--- config.mk ---
export PLATFORM = sky130hd
export DESIGN_NAME = gpio_irq_port
export DESIGN_NICKNAME = d
export VERILOG_FILES = /design/src/rtl/gpio_port_pkg.sv /design/src/rtl/gpio_port_sync.sv /design/src/rtl/gpio_port_detect.sv /design/src/rtl/gpio_port_regs.sv /design/src/rtl/gpio_irq_port.sv
export SDC_FILE = /design/constraint.sdc
export NUM_CORES = 1
export LEC_CHECK = 0
export BUFFER_PORTS_ARGS = -buffer_cell sky130_fd_sc_hd__buf_4
export CAP_MARGIN = 20
export CORE_UTILIZATION = 53
export CTS_CLUSTER_DIAMETER = 100
export DETAILED_ROUTE_END_ITERATION = 8
export PLACE_DENSITY = 0.77
export SLEW_MARGIN = 20
export SYNTH_ARGS = -nofsm -noshare
export SYNTH_HDL_FRONTEND = slang
export SYNTH_SLANG_ARGS = --single-unit
--- constraint.sdc ---
create_clock -name clk -period 1.5 [get_ports clk]
set_input_delay 0.15 -clock clk [delete_from_list [all_inputs] [get_ports clk]]
set_output_delay 0.15 -clock clk [all_outputs]
set_load 0.005 [all_outputs]
--- src/rtl/gpio_port_pkg.sv ---
package gpio_port_pkg;
    localparam int N_PINS   = 32;
    localparam int DW       = 32;
    localparam int AW       = 3;
    localparam int HALF     = N_PINS / 2;
    localparam int TYPE_W   = 2;

    typedef enum logic [1:0] {
        TRIG_LVL_HI = 2'b00,
        TRIG_LVL_LO = 2'b01,
        TRIG_RISE   = 2'b10,
        TRIG_FALL   = 2'b11
    } trig_e;

    typedef enum logic [AW-1:0] {
        REG_OE       = 3'd0,
        REG_IEN      = 3'd1,
        REG_DATA     = 3'd2,
        REG_CTRL     = 3'd3,
        REG_MASK     = 3'd4,
        REG_PEND     = 3'd5,
        REG_TYPE_UP  = 3'd6,
        REG_TYPE_LOW = 3'd7
    } reg_sel_e;

    // bit 0 enable, bit 1 sticky pending, bit 2 fast sample select
    typedef struct packed {
        logic samp_fast;
        logic port_pend;
        logic irq_en;
    } ctrl_t;

    typedef logic [N_PINS-1:0][TYPE_W-1:0] type_vec_t;

    function automatic logic trig_hit(trig_e t, logic cur, logic prev);
        case (t)
            TRIG_LVL_HI: return cur;
            TRIG_LVL_LO: return !cur;
            TRIG_RISE:   return cur & !prev;
            default:     return !cur & prev;
        endcase
    endfunction
endpackage

--- src/rtl/gpio_port_sync.sv ---
module gpio_port_sync
    import gpio_port_pkg::*;
(
    input  logic              clk,
    input  logic              rst,
    input  logic              smp_tick,
    input  logic [N_PINS-1:0] pin_i,
    output logic [N_PINS-1:0] lvl_o,
    output logic [N_PINS-1:0] prev_o,
    output logic              smp_valid_o
);
    logic [N_PINS-1:0] meta_q, lvl_q, prev_q;
    logic              valid_q;

    always_ff @(posedge clk) begin
        if (rst) begin
            meta_q  <= '0;
            lvl_q   <= '0;
            prev_q  <= '0;
            valid_q <= 1'b0;
        end else begin
            valid_q <= smp_tick;
            if (smp_tick) begin
                meta_q <= pin_i;
                lvl_q  <= meta_q;
                prev_q <= lvl_q;
            end
        end
    end

    assign lvl_o       = lvl_q;
    assign prev_o      = prev_q;
    assign smp_valid_o = valid_q;


    hold_without_tick_chk: assert property (@(posedge clk) disable iff (rst)
        !smp_tick |=> $stable(lvl_q));
endmodule

--- src/rtl/gpio_port_detect.sv ---
module gpio_port_detect
    import gpio_port_pkg::*;
(
    input  logic              clk,
    input  logic              rst,
    input  logic              smp_valid_i,
    input  logic [N_PINS-1:0] lvl_i,
    input  logic [N_PINS-1:0] prev_i,
    input  logic [N_PINS-1:0] ien_i,
    input  logic [N_PINS-1:0] mask_i,
    input  type_vec_t         type_i,
    input  logic [N_PINS-1:0] clr_i,
    output logic [N_PINS-1:0] pend_o,
    output logic              port_set_o
);
    logic [N_PINS-1:0] evt;
    logic [N_PINS-1:0] pend_q;

    for (genvar g = 0; g < N_PINS; g++) begin : g_pin
        assign evt[g] = smp_valid_i & ien_i[g]
                      & trig_hit(trig_e'(type_i[g]), lvl_i[g], prev_i[g]);
    end

    always_ff @(posedge clk) begin
        if (rst) pend_q <= '0;
        else     pend_q <= (pend_q & ~clr_i) | evt;
    end

    assign pend_o     = pend_q;
    assign port_set_o = |(evt & mask_i);


    set_wins_chk: assert property (@(posedge clk) disable iff (rst)
        (|evt) |=> ((pend_q & $past(evt)) == $past(evt)));

    w1c_clear_chk: assert property (@(posedge clk) disable iff (rst)
        (|(clr_i & ~evt)) |=> ((pend_q & $past(clr_i & ~evt)) == '0));
endmodule

--- src/rtl/gpio_port_regs.sv ---
module gpio_port_regs
    import gpio_port_pkg::*;
(
    input  logic              clk,
    input  logic              rst,
    input  logic              we_i,
    input  logic [AW-1:0]     addr_i,
    input  logic [DW-1:0]     wdata_i,
    input  logic [N_PINS-1:0] lvl_i,
    input  logic [N_PINS-1:0] pend_i,
    input  logic              port_set_i,
    output logic [N_PINS-1:0] oe_o,
    output logic [N_PINS-1:0] ien_o,
    output logic [N_PINS-1:0] dout_o,
    output logic [N_PINS-1:0] mask_o,
    output type_vec_t         type_o,
    output ctrl_t             ctrl_o,
    output logic [N_PINS-1:0] pend_clr_o,
    output logic [DW-1:0]     rdata_o
);
    reg_sel_e          sel;
    logic [N_PINS-1:0] oe_q, ien_q, dout_q, mask_q;
    type_vec_t         type_q;
    ctrl_t             ctrl_q;
    logic              ctrl_wr;
    logic [N_PINS-1:0] readback;

    assign sel     = reg_sel_e'(addr_i);
    assign ctrl_wr = we_i && (sel == REG_CTRL);

    always_ff @(posedge clk) begin
        if (rst) begin
            oe_q   <= '0;
            ien_q  <= '0;
            dout_q <= '0;
            mask_q <= '0;
            type_q <= '0;
            ctrl_q <= '0;
        end else begin
            ctrl_q.port_pend <= port_set_i
                              | (ctrl_q.port_pend & ~(ctrl_wr & wdata_i[1]));
            if (we_i) begin
                case (sel)
                    REG_OE:       oe_q   <= wdata_i;
                    REG_IEN:      ien_q  <= wdata_i;
                    REG_DATA:     dout_q <= wdata_i;
                    REG_CTRL: begin
                        ctrl_q.irq_en    <= wdata_i[0];
                        ctrl_q.samp_fast <= wdata_i[2];
                    end
                    REG_MASK:     mask_q <= wdata_i;
                    REG_TYPE_UP:  type_q[N_PINS-1:HALF] <= wdata_i;
                    REG_TYPE_LOW: type_q[HALF-1:0]      <= wdata_i;
                    default: ;
                endcase
            end
        end
    end

    assign pend_clr_o = (we_i && sel == REG_PEND) ? wdata_i : '0;
    assign readback   = (ien_q & lvl_i) | (~ien_q & oe_q & dout_q);

    always_comb begin
        case (sel)
            REG_OE:       rdata_o = oe_q;
            REG_IEN:      rdata_o = ien_q;
            REG_DATA:     rdata_o = readback;
            REG_CTRL:     rdata_o = {{(DW-3){1'b0}}, ctrl_q};
            REG_MASK:     rdata_o = mask_q;
            REG_PEND:     rdata_o = pend_i;
            REG_TYPE_UP:  rdata_o = type_q[N_PINS-1:HALF];
            default:      rdata_o = type_q[HALF-1:0];
        endcase
    end

    assign oe_o   = oe_q;
    assign ien_o  = ien_q;
    assign dout_o = dout_q;
    assign mask_o = mask_q;
    assign type_o = type_q;
    assign ctrl_o = ctrl_q;


    oe_write_chk: assert property (@(posedge clk) disable iff (rst)
        (we_i && sel == REG_OE) |=> (oe_q == $past(wdata_i)));

    port_pend_set_chk: assert property (@(posedge clk) disable iff (rst)
        port_set_i |=> ctrl_q.port_pend);
endmodule

--- src/rtl/gpio_irq_port.sv ---
module gpio_irq_port
    import gpio_port_pkg::*;
(
    input  logic              clk,
    input  logic              rst,
    input  logic              bus_we,
    input  logic [AW-1:0]     bus_addr,
    input  logic [DW-1:0]     bus_wdata,
    output logic [DW-1:0]     bus_rdata,
    input  logic              tick_fast,
    input  logic              tick_slow,
    input  logic [N_PINS-1:0] pad_in,
    output logic [N_PINS-1:0] pad_out,
    output logic [N_PINS-1:0] pad_oe,
    output logic              irq
);
    logic [N_PINS-1:0] lvl, prev, ien, mask, pend, pend_clr, oe, dout;
    type_vec_t         types;
    ctrl_t             ctrl;
    logic              smp_tick, smp_valid, port_set;

    assign smp_tick = ctrl.samp_fast ? tick_fast : tick_slow;

    gpio_port_sync u_sync (
        .clk         (clk),
        .rst         (rst),
        .smp_tick    (smp_tick),
        .pin_i       (pad_in),
        .lvl_o       (lvl),
        .prev_o      (prev),
        .smp_valid_o (smp_valid)
    );

    gpio_port_detect u_detect (
        .clk         (clk),
        .rst         (rst),
        .smp_valid_i (smp_valid),
        .lvl_i       (lvl),
        .prev_i      (prev),
        .ien_i       (ien),
        .mask_i      (mask),
        .type_i      (types),
        .clr_i       (pend_clr),
        .pend_o      (pend),
        .port_set_o  (port_set)
    );

    gpio_port_regs u_regs (
        .clk        (clk),
        .rst        (rst),
        .we_i       (bus_we),
        .addr_i     (bus_addr),
        .wdata_i    (bus_wdata),
        .lvl_i      (lvl),
        .pend_i     (pend),
        .port_set_i (port_set),
        .oe_o       (oe),
        .ien_o      (ien),
        .dout_o     (dout),
        .mask_o     (mask),
        .type_o     (types),
        .ctrl_o     (ctrl),
        .pend_clr_o (pend_clr),
        .rdata_o    (bus_rdata)
    );

    assign pad_out = dout;
    assign pad_oe  = oe;
    assign irq     = ctrl.irq_en & |(pend & mask);


    reset_quiet_chk: assert property (@(posedge clk)
        rst |=> (pad_oe == '0 && irq == 1'b0));

    irq_gated_chk: assert property (@(posedge clk) disable iff (rst)
        !ctrl.irq_en |-> !irq);
endmodule

-- Yosys cells after proc, flatten, opt, wreduce, memory -nomap -nowiden
Index checks and enable logic that the tools add are counted.
- bits in registers: 324
- input port bits: 72
- output and inout port bits: 97
- muxes and demuxes: 35
- reductions and logical operators: 108
- bitwise logic cells: 143
- eq/ne operators: 71
- operators by type and width (operator ; count):
    $pmux 32 s7 ; 1
    $and 32x32->32 ; 6
    $and 1x1->1 ; 131
    $pmux 1 s3 ; 32
    $eq 2x1->1 const B ; 32
    $eq 2x2->1 const B ; 32
    $logic_not 1->1 ; 64
    $logic_not 2->1 ; 32
    $not 32->32 ; 2
    $or 32x32->32 ; 2
    $reduce_or 32->1 ; 2
    $mux 32 ; 1
    $reduce_and 2->1 ; 7
    $eq 3x3->1 const B ; 4
    $eq 3x2->1 const B ; 2
    $eq 3x1->1 const B ; 1
    $logic_not 3->1 ; 1
    $logic_and 1x1->1 ; 2
    $mux 1 ; 1
    $not 1->1 ; 1
    $or 1x1->1 ; 1

-- Longest topological paths before layout
Gate-level depths: netlist (run 1).
- word-level depth: 7
- depth in mapped cells: 9

-- Cells and area by module
From an unflattened synthesis (run 1), not the netlist that was laid out.
- cell total of the unflattened synthesis: 1888
- area, all modules: 15110.7 um^2
- by module, submodules not included (module ; area an instance (um^2) ; seq. area each (um^2) ; cells an instance ; instances):
    gpio_port_regs ; 9205.1 ; 3903.7 ; 1246 ; 1
    gpio_port_sync ; 3429.5 ; 1941.9 ; 312 ; 1
    gpio_port_detect ; 2303.5 ; 640.6 ; 308 ; 1
    gpio_irq_port ; 172.7 ; 0.0 ; 22 ; 1

-- Least setup slack after synthesis (run 1)
No wires, ideal clock.
- path type: register to register
- start: register u_sync.valid_q, in the netlist u_sync.smp_valid_o
- end: register u_regs.ctrl_q (netlist bit u_regs.ctrl_o[1])
- setup slack: 70 ps
- required time: 1358 ps
- data arrival time: 1288 ps
- stages on the path, launching flop included: 7
- clock period less this slack: 1430 ps
- cell sequence: dfxtp_1 buf_4 o211ai_1 a221oi_1 a2111oi_0 and4_1 a41oi_2
- word-level cells in the longest chain between the ends: 5
- elaborated cells between the ends (all ways): 67
- classes of those cells: bitwise (66); reduce/logical (1)
- RTL lines (element ; RTL line ; RTL):
    start: declaration ; gpio_port_sync.sv:13 ; logic valid_q;
    start signal: assignment ; gpio_port_sync.sv:22 ; valid_q <= smp_tick;
    $and 1x1->1 ; gpio_port_detect.sv:20 ; assign evt[g] = smp_valid_i & ien_i[g]
    $and 1x1->1 ; gpio_port_detect.sv:21 ; & trig_hit(trig_e'(type_i[g]), lvl_i[g], prev_i[g]);
    $and 32x32->32 * ; gpio_port_detect.sv:30 ; assign port_set_o = |(evt & mask_i);
    $reduce_or 32->1 * ; gpio_port_detect.sv:30 ;
    $or 1x1->1 * ; gpio_port_regs.sv:41 ; | (ctrl_q.port_pend & ~(ctrl_wr & wdata_i[1]));
    end: declaration ; gpio_port_regs.sv:24 ; ctrl_t ctrl_q;
Mark *: on every way between the ends. The rest lies on a longest branch, timed or not.
A chain may end at the register's enable or synchronous reset.

-- Final worst setup path (run 1)
- start: register u_detect.pend_q[2], in the netlist u_detect.pend_o[2]
- end: output irq
- word-level cells in the longest chain between the ends: 3
- RTL lines (element ; RTL line ; RTL):
    start: declaration ; gpio_port_detect.sv:17 ; logic [N_PINS-1:0] pend_q;
    start signal: assignment ; gpio_port_detect.sv:26 ; else pend_q <= (pend_q & ~clr_i) | evt;
    $and 32x32->32 ; gpio_irq_port.sv:69 ; assign irq = ctrl.irq_en & |(pend & mask);
    $reduce_or 32->1 ; gpio_irq_port.sv:69 ;
    $and 1x1->1 ; gpio_irq_port.sv:69 ;
    end: declaration ; gpio_irq_port.sv:15 ; output logic irq
No other way between the ends.

==> flow_metrics.env, run 1 <==
export IMPL_status="complete, but fails checks"
export IMPL_violations="negative setup slack"
export IMPL_grt_pass1_wl_um=92500
export IMPL_grt_use_met2=0.646
export IMPL_ys_seq_elements=324
export IMPL_hpwlAfterDp_um=40300
export IMPL_wl_per_cell_um=23.0
export IMPL_ant_nets=0
export IMPL_cts_tree="done"
export IMPL_pre_cts_slack_ps=-594
export IMPL_yosys_top_cells_area="dfxtp_1 (45%), nand2_1 (16%), a21oi_1 (12%)"
export IMPL_syn_to_final_growth_pct=46.6
export IMPL_rows=60
export IMPL_cp_arrival_ps=1930
export IMPL_drt_vias_per_instance=6.36
export IMPL_drc_errors=0
export IMPL_drt_iter0_drc=2677
export IMPL_yosysWarnings=0
export IMPL_utilization=0.791
export IMPL_grt_max_degree=54
export IMPL_yosysSeqAreaShare=0.446
export IMPL_grt_setup_unrepaired="yes"
export IMPL_layout_drive_gt1_share=0.318
export IMPL_clock_path_buffers=3
export IMPL_synth_top_area_share=0.446
export IMPL_setup_violations_final=35
export IMPL_grt_met1_usage=0.548
export IMPL_hold_viol=0
export IMPL_io_pins=169
export IMPL_min_period_ps=2080
export IMPL_leakage_uw=0.00831
export IMPL_placed_cells=2540
export IMPL_clk_pin_slew_worst_paths_ps=60
export IMPL_die_area_um2=28100
export IMPL_fin_crit_sh=1.39
export IMPL_ir_worst_vdd_uv=804
export IMPL_first_global_vias=16316
export IMPL_hp_class="input pin to register"
export IMPL_maxClockFrequency_mhz=481
export IMPL_cap_violations=0
export IMPL_cts_root_buffer="clkbuf_16"
export IMPL_routed_wl_um=62600
export IMPL_cts_made_buffers=36
export IMPL_worst_slew_margin_rel=0.633
export IMPL_use_met3=0.111
export IMPL_dieWidth_um=168
export IMPL_htree_levels=2
export IMPL_fin_nets=2437
export IMPL_die_h_um=168
export IMPL_antenna_found_initial=0
export IMPL_synth_nets=1979
export IMPL_cts_sinks=324
export IMPL_setup_ws_ps=-579
export IMPL_grt_busiest_layer="met2"
export IMPL_io_buffers=168
export IMPL_fin_cells=2727
export IMPL_gp_congestion=1.05
export IMPL_netlist_area_um2=14500
export IMPL_avgSynthCellArea_um2=7.63
export IMPL_finClkSkew_ps=12.5
export IMPL_slew_viol_final=0
export IMPL_vias=17342
export IMPL_yosys_cell_types_count=48
export IMPL_worst_slew_pin_slew_ps=551
export IMPL_overflow=0
export IMPL_clk_latency_ps=520
export IMPL_finalPower_uw=20100
export IMPL_synthCells=1907
export IMPL_worst_setup_path_end_kind="output port"
export IMPL_first_pass_iters=7
export IMPL_grt_util_all_layers=0.425
export IMPL_coreArea_um2=27000
export IMPL_powerDensity_nw_per_um2=944
export IMPL_critPathMaxFanout=2
export IMPL_required_ps=1350
export IMPL_start_util=0.540
export IMPL_antennaDiodeCount=0
export IMPL_synth_top_cell_by_area="dfxtp_1"
export IMPL_setup_worst_path_start_class="register"
export IMPL_crit_type="register to output port"
-- final timing paths --
path / from / end / slack, ps / depth (start not counted)
setup / recovery: u_detect.pend_o[2] / irq / -580 / 6
setup reg to reg: u_sync.lvl_o[12] / u_regs.ctrl_o[1] / -290 / 6
hold reg to reg: u_sync.meta_q[29] / u_sync.meta_q[29] / 450 / 2
hold / removal: rst / u_regs.ctrl_o[2] / 30 / 2
-- report_power, final --
part,internal [uW],switching (uW)
sequential,8790,194
clock,5110,3580
combinational,1080,1380
total,15000,5140
-- logic make-up after synthesis --
kind of cell / Yosys count / synth area share
multiplexers: 34 / 0.0259
buffers and inverters: 153 / 0.0474
XOR/XNOR: 39 / 0.0235
flip-flops: 324 / 0.446
AO/OA/AOI/OAI: 552 / 0.222
AND/OR/NAND/NOR: 805 / 0.235
-- metrics by stage --
step                      area (um2)  hold WS (ps)  TNS, ps
after global placement         18100           410   -30590
final                          21300          33.8   -12230
after CTS                      20800          11.6   -11560
after detailed placement       18100           411   -41160
after global routing           21300          33.1   -13440
after floorplan                14500           286        0
-- layout make-up --
| type | instances | area, um2 |
|---|---|---|
| Clock buffer | 55 | 1080 |
| Clock inverter | 4 | 45.0 |
| Fill cell | 1686 | 5620 |
| Inverter | 7 | 26.3 |
| Multi-Input combinational cell | 1431 | 8120 |
| Sequential cell | 324 | 6640 |
| Tap cell | 341 | 427 |
| Timing Repair Buffer | 565 | 4980 |
-- cell usage after synthesis (all sizes together) --
master,instances
mux2i,5
nor2b,4
a32oi,4
dfxtp,324
or3,2
nor3b,32
nor2,73
nor3,4
a22o,6
a221oi,20
a222oi,1
o21ba,1
and4,2
a2111oi,10
clkbuf,81
nand2,628
or3b,29
a41oi,1
and3,1
a21boi,1
xnor2,9
nand2b,4
a21oi,355
a211oi,22
nand3,11
and2,6
o211ai,21
nand3b,3
xor2,30
o21ai,38
buf,65
inv,7
nand4,5
mux2,29
a31oi,31
or2,1
a22oi,12
o221ai,29
-- flip-flops by register name (all words and copies together) (netlist names) --
register and flops:
u_sync.lvl_o 32, u_sync.meta_q 32, u_regs.oe_o 32, u_regs.mask_o 32
u_regs.ien_o 32, u_regs.type_o 64, u_detect.pend_o 32, u_sync.smp_valid_o 1
u_sync.prev_o 32, u_regs.dout_o 32, u_regs.ctrl_o 3
-- critical path, cell delays in order, from the launching register on --
cell      delay, ps
dfxtp_1         320
a22o_1          280
a221oi_2        240
nand4_1         140
nor3_1          160
nor2_1          110
buf_4           160
-- per-layer routing --
layer | part of all wire | vias up
met2 | 0.43 | 1388
met5 | 0 | -
met4 | 0.067 | 0
met3 | 0.14 | 350
li1 | - | 7475
met1 | 0.37 | 8129
-- placed cells by master (no fill, tap or decap), drive strengths merged, types with 29 or more instances in the layout --
cell type | netlist | routed
a21oi | 355 | 355
a31oi | 31 | 31
buf | 65 | 502
clkbuf | 81 | 55
dfxtp | 324 | 324
dlygate4sd3 | 0 | 63
mux2 | 29 | 30
nand2 | 628 | 628
nor2 | 73 | 73
nor3b | 32 | 32
o21ai | 38 | 38
o221ai | 29 | 29
or3b | 29 | 29
xor2 | 30 | 30
-- repair_timing --
item | 4_1_cts | 5_1_grt
gates cloned | 1 | 0
setup endpoints to repair | 39 | 72
resized for setup | 202 | 77
buffers inserted | 54 | 15
pin swaps | 62 | 30
endpoints found under the hold margin | 223 | 0
hold buffers | 63 | 0
No activity file was read; power rests on OpenSTA's default activity.
==> run 2: changes to the inputs <==
--- a/config.mk
+++ b/config.mk
@@ -7,11 +7,12 @@
 export LEC_CHECK = 0
 export BUFFER_PORTS_ARGS = -buffer_cell sky130_fd_sc_hd__buf_4
 export CAP_MARGIN = 20
-export CORE_UTILIZATION = 53
+export CORE_UTILIZATION = 35
 export CTS_CLUSTER_DIAMETER = 100
 export DETAILED_ROUTE_END_ITERATION = 8
-export PLACE_DENSITY = 0.77
+export PLACE_DENSITY = 0.55
 export SLEW_MARGIN = 20
 export SYNTH_ARGS = -nofsm -noshare
 export SYNTH_HDL_FRONTEND = slang
+export SYNTH_HIERARCHICAL = 1
 export SYNTH_SLANG_ARGS = --single-unit
==> flow_metrics.env, run 2 <==
export IMPL_first_pass_iters=8
export IMPL_crit_cells=8
export IMPL_ant_nets=0
export IMPL_netlist_area_um2=15100
export IMPL_antennaDiodeCount=0
export IMPL_yosysWarnings=6
export IMPL_routed_wl_um=68500
export IMPL_cp_arrival_ps=2710
export IMPL_utilization=0.525
export IMPL_hp_class="input pin to register"
export IMPL_layout_common_cells="nand2_1 (460), buf_4 (441), a21oi_1 (271)"
export IMPL_worst_slew_margin_rel=0.493
export IMPL_cap_violations=0
export IMPL_grt_setup_unrepaired="yes"
export IMPL_ir_worst_vdd_uv=656
export IMPL_holdPathStages=4
export IMPL_coreArea_um2=42200
export IMPL_setup_worst_path_start_class="register"
export IMPL_drt_iter0_drc=1544
export IMPL_largest_register_ffs=64
export IMPL_grt_max_degree=72
export IMPL_synth_nets=1960
export IMPL_clock_path_buffers=3
export IMPL_grt_pass1_wl_um=99700
export IMPL_ys_async_sr_fraction=0
export IMPL_hpwlAfterDp_um=49600
export IMPL_hold_viol=0
export IMPL_io_pins=169
export IMPL_die_area_um2=44000
export IMPL_synth_top_cell_by_area="dfxtp_1"
export IMPL_layout_drive_gt1_share=0.315
export IMPL_cp_num_buf_inv=1
export IMPL_gp_congestion=0.975
export IMPL_setup_ws_ps=-767
export IMPL_vias=16066
export IMPL_crit_type="register to register"
export IMPL_pre_cts_slack_ps=-781
export IMPL_status="complete, but fails checks"
export IMPL_cts_sinks=324
export IMPL_io_buffers=168
export IMPL_reg2reg_depth=8
export IMPL_avgSynthCellArea_um2=8.00
export IMPL_ys_flop_type="dfxtp_1"
export IMPL_cts_root_buffer="clkbuf_16"
export IMPL_clk_latency_ps=560
export IMPL_cts_made_buffers=39
export IMPL_critical_path_slowest_cell="or4b_1"
export IMPL_yosysSeqAreaShare=0.429
export IMPL_setup_violations_final=34
export IMPL_start_util=0.358
export IMPL_antenna_found_initial=4
export IMPL_leakage_uw=0.00906
export IMPL_critPathMaxFanout=26
export IMPL_synth_top_area_share=0.429
export IMPL_cts_tree="done"
export IMPL_crit_family="simple AND/OR/NAND/NOR gates"
export IMPL_wl_per_cell_um=23.1
export IMPL_finalPower_uw=21100
export IMPL_layout_commonest_cell="nand2_1"
export IMPL_path_cells="buf_12 > nand2_1 > a211oi_2 > a22o_1 > or4b_1 > or4_4 > a21oi_2 > nor2_1"
export IMPL_die_h_um=210
export IMPL_powerDensity_nw_per_um2=952
export IMPL_overflow=0
export IMPL_grt_util_all_layers=0.307
export IMPL_required_ps=1950
export IMPL_fin_crit_sh=1.51
export IMPL_yosys_top_cells_area="dfxtp_1 (43%), nand2_1 (12%), a21oi_1 (9.6%)"
export IMPL_worst_setup_path_end_kind="register"
export IMPL_yosysMostFrequentCell="nand2_1"
export IMPL_synthCells=1888
export IMPL_synth_edf_count=0
export IMPL_drt_vias_per_instance=5.42
export IMPL_violations="negative setup slack"
export IMPL_maxClockFrequency_mhz=441
export IMPL_worst_slew_pin_slew_ps=756
export IMPL_ys_seq_elements=324
export IMPL_slowest_delay_ps=560
export IMPL_yosys_cell_types_count=52
export IMPL_finClkSkew_ps=21.0
export IMPL_min_period_ps=2270
export IMPL_dieWidth_um=210
export IMPL_drc_errors=0
export IMPL_fillCellCount=4079
export IMPL_htree_levels=2
export IMPL_syn_to_final_growth_pct=46.7
export IMPL_rows=75
export IMPL_fin_nets=2472
export IMPL_clk_pin_slew_worst_paths_ps=60
export IMPL_synthTopCellsByCount="nand2_1 (471), dfxtp_1 (324), a21oi_1 (290)"
export IMPL_first_global_vias=15209
export IMPL_slew_viol_final=0
[run 2: cell count changes after synthesis, moves of 28 or more]
cell,delta
nand2_1,-157
mux2i_1,+99
nor2_1,+75
a21oi_1,-65
clkbuf_1,-34
nor3b_1,-32
a31oi_1,-31
o221ai_1,-29
or3b_1,-29
and2_1,+28
[run 2: cell families after synthesis]
| logic type | count (synthesis) | synth area share |
|---|---|---|
| DFF | 324 | 0.429 |
| AOI/OAI and AO/OA | 472 | 0.185 |
| buffers and inverters | 160 | 0.0518 |
| xor gates and xnor gates | 62 | 0.0359 |
| and+or+nand+nor | 750 | 0.209 |
| muxes | 120 | 0.0890 |
[run 2: through the flow]
step,cells,TNS [ps],hold WS [ps],area (um2)
after floorplan,1888,-470,219,15200
after global placement,2791,-32080,382,19300
after detailed placement,2791,-38680,392,19300
after CTS,2957,-15750,90.1,22000
after global routing,2964,-16700,132,22200
final,2964,-15160,110,22200
[run 2: final timing paths]
kind                 startpoint                end  slack [ps]
max reg2reg  u_sync/smp_valid_o   u_regs/ctrl_o[1]        -770
max          u_sync/smp_valid_o   u_regs/ctrl_o[1]        -770
min reg2reg   u_regs/dout_o[19]  u_regs/dout_o[19]         470
min                   tick_slow   u_sync/prev_o[1]         110
[run 2: per-layer routing]
metal | GRT usage | routed length, um
met1 | 0.421 | 29800
met2 | 0.492 | 31300
met3 | 0.0450 | 5510
met4 | 0.103 | 1970
met5 | 0 | 0
[run 2: worst reg2reg max path, delay by kind of cell (launching register included)]
| kind | cells | cell delay (ps) |
|---|---|---|
| AO/OA/AOI/OAI | 3 | 470 |
| buffers and inverters | 1 | 170 |
| AND/OR/NAND/NOR | 4 | 1150 |
| flip-flops | 1 | 360 |
[run 2: power breakdown]
part,switching [uW],internal [uW],total (uW),leakage [uW]
clock network,3870,5540,9420,0.000616
logic,1400,1220,2630,0.00578
registers,226,8820,9050,0.00266
total,5500,15600,21100,0.00906
[run 2: cell type report]
type	instances	area, um2	share of cell area
tap	539	674	0.0304
sequential	324	6590	0.297
inverter	34	128	0.00576
clock buffer	59	1170	0.0528
timing repair buffer	597	5300	0.239
multi-input combinational	1404	8230	0.371
clock inverter	7	75.1	0.00339
[run 2: what timing repair did]
action | 4_1_cts | 5_1_grt
setup endpoints to repair | 39 | 54
resized for setup | 188 | 43
setup buffers | 34 | 7
gates cloned | 1 | 0
hold buffers | 65 | 0
endpoints found under the hold margin | 231 | 0
pin swaps | 56 | 20
